--- src/rtl/octal_drv_pkg.sv ---
package octal_drv_pkg;
  // Control strobes passed from the control decoder to the datapath
  typedef struct packed {
    logic latchLoad;   // copy data bus into latches
    logic latchClear;  // empty latches (wins over load)
    logic forceOff;    // disable outputs and reset trips
    logic tempOff;     // non-latched thermal blanking
  } drvStrobes_t;
endpackage

--- src/rtl/octal_drv_seq.sv ---
module octal_drv_seq
  import octal_drv_pkg::*;
(
  input  logic        strobe,
  input  logic        clear,
  input  logic        outEnRst,
  input  logic        underVolt,
  input  logic        overTemp,
  output drvStrobes_t ctl
);
  always_comb begin
    ctl.latchClear = clear;
    ctl.latchLoad  = strobe && !clear;
    ctl.forceOff   = outEnRst || underVolt;
    ctl.tempOff    = overTemp;
  end
endmodule

--- src/rtl/octal_drv_path.sv ---
module octal_drv_path
  import octal_drv_pkg::*;
#(
  parameter int NUM_CH      = 8,
  parameter int QUAL_CYCLES = 8
) (
  input  logic              clk,
  input  logic              rstN,
  input  drvStrobes_t       ctl,
  input  logic [NUM_CH-1:0] dataIn,
  input  logic [NUM_CH-1:0] ocSense,
  output logic [NUM_CH-1:0] chOn,
  output logic              flagN
);
  localparam int CNT_W = $clog2(QUAL_CYCLES + 1);
  localparam logic [CNT_W-1:0] CNT_TOP  = CNT_W'(QUAL_CYCLES);
  localparam logic [CNT_W-1:0] CNT_TRIP = CNT_W'(QUAL_CYCLES - 1);

  logic [NUM_CH-1:0] latchQ, latchNext;
  logic [NUM_CH-1:0] faultQ, faultNext;
  logic [NUM_CH-1:0] onNext;
  logic              flagNext;

  always_comb begin
    if (ctl.latchClear)     latchNext = '0;
    else if (ctl.latchLoad) latchNext = dataIn;
    else                    latchNext = latchQ;
  end

  genvar ch;
  generate
    for (ch = 0; ch < NUM_CH; ch++) begin : g_chan
      logic [CNT_W-1:0] cntQ;
      logic             tripNow;

      assign tripNow = ocSense[ch] && !ctl.forceOff && (cntQ == CNT_TRIP);

      always_ff @(posedge clk) begin
        if (!rstN)                            cntQ <= '0;
        else if (ctl.forceOff || !ocSense[ch]) cntQ <= '0;
        else if (cntQ != CNT_TOP)             cntQ <= cntQ + 1'b1;
      end

      assign faultNext[ch] = ctl.forceOff ? 1'b0 : (faultQ[ch] || tripNow);


      trip_needs_sense_chk: assert property (@(posedge clk) disable iff (!rstN)
        $rose(faultQ[ch]) |-> $past(ocSense[ch]));

      trip_sticky_chk: assert property (@(posedge clk) disable iff (!rstN)
        (faultQ[ch] && !ctl.forceOff) |=> faultQ[ch]);
    end
  endgenerate

  always_comb begin
    onNext   = latchNext & ~faultNext & {NUM_CH{!(ctl.forceOff || ctl.tempOff)}};
    flagNext = !((|faultNext) || ctl.tempOff);
  end

  always_ff @(posedge clk) begin
    if (!rstN) begin
      latchQ <= '0;
      faultQ <= '0;
      chOn   <= '0;
      flagN  <= 1'b1;
    end else begin
      latchQ <= latchNext;
      faultQ <= faultNext;
      chOn   <= onNext;
      flagN  <= flagNext;
    end
  end


  clear_empties_chk: assert property (@(posedge clk) disable iff (!rstN)
    ctl.latchClear |=> (latchQ == '0));

  disable_blanks_chk: assert property (@(posedge clk) disable iff (!rstN)
    ctl.forceOff |=> (chOn == '0));

  disable_resets_flag_chk: assert property (@(posedge clk) disable iff (!rstN)
    (ctl.forceOff && !ctl.tempOff) |=> flagN);

  thermal_blank_chk: assert property (@(posedge clk) disable iff (!rstN)
    ctl.tempOff |=> (!flagN && chOn == '0));
endmodule

--- src/rtl/octal_drv_ctrl.sv ---
module octal_drv_ctrl
  import octal_drv_pkg::*;
#(
  parameter int NUM_CH      = 8,
  parameter int QUAL_CYCLES = 8
) (
  input  logic              clk,
  input  logic              rstN,
  input  logic [NUM_CH-1:0] dataIn,
  input  logic              strobe,
  input  logic              clear,
  input  logic              outEnRst,
  input  logic [NUM_CH-1:0] ocSense,
  input  logic              overTemp,
  input  logic              underVolt,
  output logic [NUM_CH-1:0] chOn,
  output logic              flagN
);
  drvStrobes_t ctl;

  octal_drv_seq u_seq (
    .strobe    (strobe),
    .clear     (clear),
    .outEnRst  (outEnRst),
    .underVolt (underVolt),
    .overTemp  (overTemp),
    .ctl       (ctl)
  );

  octal_drv_path #(.NUM_CH(NUM_CH), .QUAL_CYCLES(QUAL_CYCLES)) u_path (
    .clk     (clk),
    .rstN    (rstN),
    .ctl     (ctl),
    .dataIn  (dataIn),
    .ocSense (ocSense),
    .chOn    (chOn),
    .flagN   (flagN)
  );
endmodule

--- config.mk ---
export PLATFORM = sky130hd
export DESIGN_NAME = octal_drv_ctrl
export DESIGN_NICKNAME = d
export VERILOG_FILES = /design/src/rtl/octal_drv_pkg.sv /design/src/rtl/octal_drv_seq.sv /design/src/rtl/octal_drv_path.sv /design/src/rtl/octal_drv_ctrl.sv
export SDC_FILE = /design/constraint.sdc
export NUM_CORES = 1
export LEC_CHECK = 0
export ABC_AREA = 0
export BUFFER_PORTS_ARGS = -buffer_cell sky130_fd_sc_hd__buf_4
export CAP_MARGIN = 20
export CORE_MARGIN = 2
export CORE_UTILIZATION = 40
export CTS_BUF_LIST = sky130_fd_sc_hd__clkbuf_2 sky130_fd_sc_hd__clkbuf_4 sky130_fd_sc_hd__clkbuf_8
export DETAILED_ROUTE_END_ITERATION = 10
export GPL_TIMING_DRIVEN = 0
export HOLD_SLACK_MARGIN = 0.15
export SYNTH_ARGS = -nofsm -noshare
export SYNTH_HDL_FRONTEND = slang
export SYNTH_HIERARCHICAL = 1
export SYNTH_SLANG_ARGS = --single-unit
--- constraint.sdc ---
create_clock -name clk -period 1.4 [get_ports clk]
set_input_delay 0.07 -clock clk [delete_from_list [all_inputs] [get_ports clk]]
set_output_delay 0.07 -clock clk [all_outputs]
set_load 0.03 [all_outputs]
==> metrics.txt <==
# TYPE chip_impl_metric gauge
chip_impl_info{name="outcome",value="complete, but fails checks"} 1
chip_impl_info{name="violations_in_the_final_reports",value="setup timing"} 1
chip_impl_metric{name="worst-slew-pin-transition",unit="ps"} 439
chip_impl_info{name="path_category_of_the_worst_min_delay_check",value="primary input to flip-flop"} 1
chip_impl_metric{name="setup_violation_total_in_the_final_timing_report",unit=""} 1
chip_impl_metric{name="post_layout_nonfiller_instances",unit=""} 404
chip_impl_metric{name="arrival",unit="ps"} 1700
chip_impl_info{name="worst_path_max_delay_cell",value="sky130_fd_sc_hd__or4_4"} 1
chip_impl_metric{name="grt_antenna_before_repair",unit=""} 0
chip_impl_metric{name="synthesis.nets",unit=""} 301
chip_impl_metric{name="grt_pass1_wl",unit="mm"} 8.17
chip_impl_metric{name="post_dp_cell_area",unit="sq um"} 2800
chip_impl_metric{name="max_clock_freq",unit="MHz"} 694
chip_impl_metric{name="dp.final_hpwl",unit="mm"} 3.36
chip_impl_metric{name="initial_utilization",unit=""} 0.416
chip_impl_info{name="cts_tree",value="built"} 1
chip_impl_info{name="largest_area_contributor_in_the_synthesized_netlist",value="sky130_fd_sc_hd__dfxtp_1"} 1
chip_impl_info{name="clock-root-buffer",value="sky130_fd_sc_hd__clkbuf_8"} 1
chip_impl_metric{name="flip_flop_and_latch_count_after_synthesis",unit=""} 57
chip_impl_metric{name="drt_iter0_markers",unit=""} 54
chip_impl_metric{name="relSlewSlack",unit=""} 0.707
chip_impl_metric{name="finalNetCount",unit=""} 363
chip_impl_metric{name="synth-seq-area-share",unit=""} 0.461
chip_impl_metric{name="finalHoldViolations",unit=""} 0
chip_impl_metric{name="die_h",unit="um"} 82.7
chip_impl_metric{name="synth.lib_cells_used.distinct",unit=""} 38
chip_impl_metric{name="worstPathMaxFanout",unit=""} 4
chip_impl_metric{name="syn_inst",unit=""} 262
chip_impl_metric{name="vias_in_the_first_global_route",unit=""} 1843
chip_impl_info{name="mostFrequentLayoutCell",value="sky130_fd_sc_hd__dfxtp_1"} 1
chip_impl_metric{name="drc",unit=""} 0
chip_impl_metric{name="ctsLongestPathBuffers",unit=""} 2
chip_impl_metric{name="cap_violations",unit=""} 0
chip_impl_metric{name="num_antenna_cells",unit=""} 0
chip_impl_metric{name="finalClockSkew",unit="ps"} 6.49
chip_impl_metric{name="cell_internal_pwr",unit="mW"} 2.52
chip_impl_metric{name="clock-sinks",unit=""} 57
chip_impl_info{name="rsz0062_at_grt",value="true"} 1
chip_impl_metric{name="grt_remaining_overflow",unit=""} 0
chip_impl_metric{name="power_frac_clock",unit=""} 0.428
chip_impl_metric{name="tns",unit="ps"} -41.5
chip_impl_metric{name="power.sequential.fraction",unit=""} 0.508
chip_impl_metric{name="place_ws",unit="ps"} -115
chip_impl_metric{name="routability_congestion_estimate",unit=""} 0.787
chip_impl_metric{name="drt-pass1-iter-count",unit=""} 4
chip_impl_metric{name="syn_avg_cell_area",unit="sq um"} 9.45
chip_impl_info{name="cp_cell_sequence",value="ha_4, nand4b_1, o21bai_2, or4_4, o221ai_2"} 1
chip_impl_metric{name="dieArea",unit="sq um"} 6830
chip_impl_info{name="worstSetupStartpointType",value="flip-flop"} 1
chip_impl_metric{name="final.fill_count",unit=""} 576
chip_impl_metric{name="io-pin-count",unit=""} 32
chip_impl_metric{name="power.total",unit="mW"} 3.24
chip_impl_metric{name="final_max_slew_viol_count",unit=""} 0
chip_impl_metric{name="p_sw",unit="mW"} 0.715
chip_impl_metric{name="ys.warnings.count",unit=""} 6
chip_impl_metric{name="io_buffers",unit=""} 30
chip_impl_metric{name="fin_crit",unit="ps"} 1440
chip_impl_metric{name="cts_made_buffers",unit=""} 9
chip_impl_info{name="synth.top_cells.by_area",value="sky130_fd_sc_hd__dfxtp_1 46%, sky130_fd_sc_hd__ha_1 8.1%, sky130_fd_sc_hd__mux2i_1 5.7%"} 1
chip_impl_metric{name="drtAntennaViolNets",unit=""} 0
chip_impl_info{name="layout_common_cells",value="51 x sky130_fd_sc_hd__dfxtp_1, 37 x sky130_fd_sc_hd__nor2_1, 35 x sky130_fd_sc_hd__buf_4"} 1
chip_impl_metric{name="post-route-util",unit=""} 0.544
chip_impl_metric{name="layout_worst_path_cycle_share",unit=""} 1.03
chip_impl_metric{name="numPlacedInstances",unit=""} 367
chip_impl_metric{name="placementRows",unit=""} 28
chip_impl_metric{name="sw_frac_of_total",unit=""} 0.221
chip_impl_metric{name="holdWs",unit="ps"} 231
chip_impl_metric{name="grt_max_degree",unit=""} 11
chip_impl_metric{name="core_area",unit="sq um"} 5960
chip_impl_info{name="crit_path_end_kind",value="flip-flop"} 1
chip_impl_metric{name="drive_above_1_share",unit=""} 0.243
chip_impl_metric{name="worst_skew_pair.late_latency",unit="ps"} 330
chip_impl_metric{name="route.vias.total",unit=""} 1894
chip_impl_metric{name="cellLeakagePower",unit="nW"} 1.32
chip_impl_metric{name="postLayoutSetupSlackWorst",unit="ps"} -41.5
chip_impl_metric{name="layout.cell_area.non_filler",unit="sq um"} 3240
chip_impl_metric{name="cpPeakStageDelay",unit="ps"} 530
chip_impl_info{name="timing_worst_setup_path_type",value="flip-flop to flip-flop"} 1
chip_impl_metric{name="wl_per_cell",unit="um"} 11.9
chip_impl_metric{name="synth.top_cell.area_share",unit=""} 0.461
chip_impl_metric{name="synth_area",unit="sq um"} 2470
chip_impl_metric{name="peakVddDrop",unit="mV"} 0.525
chip_impl_metric{name="die_w",unit="um"} 82.7
chip_impl_metric{name="area_growth",unit="%"} 31.0
chip_impl_metric{name="crit_required",unit="ps"} 1650
chip_impl_metric{name="p_comb_frac",unit=""} 0.064
chip_impl_metric{name="postRouteWirelength",unit="mm"} 4.82
chip_impl_metric{name="track_usage",unit=""} 0.162
chip_impl_metric{name="clkSlewWorstSetupHoldPaths",unit="ps"} 60
chip_impl_metric{name="route.detailed.vias_per_inst",unit=""} 4.69
chip_impl_metric{name="power.density_cell_area",unit="nW/um^2"} 999
chip_impl_metric{name="maximum_level_of_the_cts_h_tree",unit=""} 3
[final cells by class]
class                      count  area [sq um]  share of cell area
clock inverter                 3          15.0             0.00463
buffer                         7          43.8              0.0135
clock buffer                  13           166              0.0513
inverter                      17          63.8              0.0197
timing repair buffer          51           428               0.132
sequential                    57          1150               0.354
tap                           75          93.8              0.0289
multi-input combinational    181          1280               0.396
[routing by layer]
metal,up-vias,global-route usage,part of all wire
li1,994,-,-
met1,865,0.206,0.49
met2,26,0.252,0.45
met3,9,0.0533,0.041
met4,0,0.0689,0.018
met5,-,0,0
[sequential cells by signal, summed over array words and instances, names as in the netlist]
name / cells
u_path/chOn: 8
u_path/faultQ: 8
u_path/flagN: 1
u_path/g_chan.cntQ: 32
u_path/latchQ: 8
[power groups by stage]
stage | registers [mW] | logic (mW) | clock network, mW
3_3_place_gp | 1.68 | 0.160 | 0
6_report | 1.65 | 0.206 | 1.39
5_1_grt | 1.65 | 0.228 | 1.52
4_1_cts | 1.65 | 0.208 | 1.43
2_1_floorplan | 1.68 | 0.0804 | 0
3_5_place_dp | 1.68 | 0.162 | 0
[logic make-up (layout without fill, tap and decap cells)]
family / count (synthesis) / after routing / share of synthesized area
simple gates: 115 / 115 / 0.247
flops: 57 / 57 / 0.461
buf+inv: 24 / 91 / 0.0435
compound gates: 19 / 19 / 0.0495
fa+ha+maj: 16 / 16 / 0.0809
xor+xnor: 16 / 16 / 0.0566
mux: 15 / 15 / 0.0612
[critical path, delay by kind of cell, from the launching register on]
family,cells,cell delay (ps)
DFF,1,350
and+or+nand+nor,2,640
adders and majority gates,1,160
AOI/OAI and AO/OA,2,220
[what timing repair did]
| action | CTS | global route |
|---|---|---|
| hold buffers | 18 | 0 |
| gates cloned | 0 | 0 |
| setup buffers | 3 | 0 |
| pin swaps | 2 | 1 |
| endpoints found under the hold margin | 52 | 0 |
| setup endpoints to repair | 2 | 7 |
| resized for setup | 12 | 5 |
[path summary, 6_finish.rpt]
check	start	end	slack, ps	depth (start not counted)
worst max register to register	u_path/g_chan[5].cntQ[1]	u_path/flagN	-40	5
worst min register to register	u_path/faultQ[7]	u_path/faultQ[7]	480	2
worst max-delay path	u_path/g_chan[5].cntQ[1]	u_path/flagN	-40	5
worst min-delay path	clear	u_path/chOn[0]	230	4
[Yosys cell counts]
cell                        n
sky130_fd_sc_hd__a21oi_1   11
sky130_fd_sc_hd__o21bai_1   3
sky130_fd_sc_hd__nor2_1    37
sky130_fd_sc_hd__o221ai_2   1
sky130_fd_sc_hd__and2b_2    1
sky130_fd_sc_hd__and4b_1    1
sky130_fd_sc_hd__or2_0      1
sky130_fd_sc_hd__nand3b_1   7
sky130_fd_sc_hd__nand3_1    8
sky130_fd_sc_hd__buf_2      2
sky130_fd_sc_hd__nor2b_1    2
sky130_fd_sc_hd__buf_6      1
sky130_fd_sc_hd__nand2b_1   8
sky130_fd_sc_hd__nor4b_1    1
sky130_fd_sc_hd__dfxtp_1   57
sky130_fd_sc_hd__mux2i_1   14
sky130_fd_sc_hd__buf_4      2
sky130_fd_sc_hd__nand4b_1   4
sky130_fd_sc_hd__nor3_1     1
sky130_fd_sc_hd__and2_2     1
sky130_fd_sc_hd__nor4_1     5
sky130_fd_sc_hd__nand2_1   20
sky130_fd_sc_hd__xor2_1     7
sky130_fd_sc_hd__o21bai_2   1
sky130_fd_sc_hd__inv_1     17
sky130_fd_sc_hd__nand4_1    1
sky130_fd_sc_hd__xnor2_1    9
sky130_fd_sc_hd__or4_4      1
sky130_fd_sc_hd__or2_2      6
sky130_fd_sc_hd__a41oi_1    1
sky130_fd_sc_hd__o21ai_0    2
sky130_fd_sc_hd__or2_1      2
sky130_fd_sc_hd__and4bb_1   2
sky130_fd_sc_hd__mux2_2     1
sky130_fd_sc_hd__and2_1     4
sky130_fd_sc_hd__ha_1      16
sky130_fd_sc_hd__clkbuf_1   2
sky130_fd_sc_hd__and3_1     2
Power figures use the tool's default switching activity.
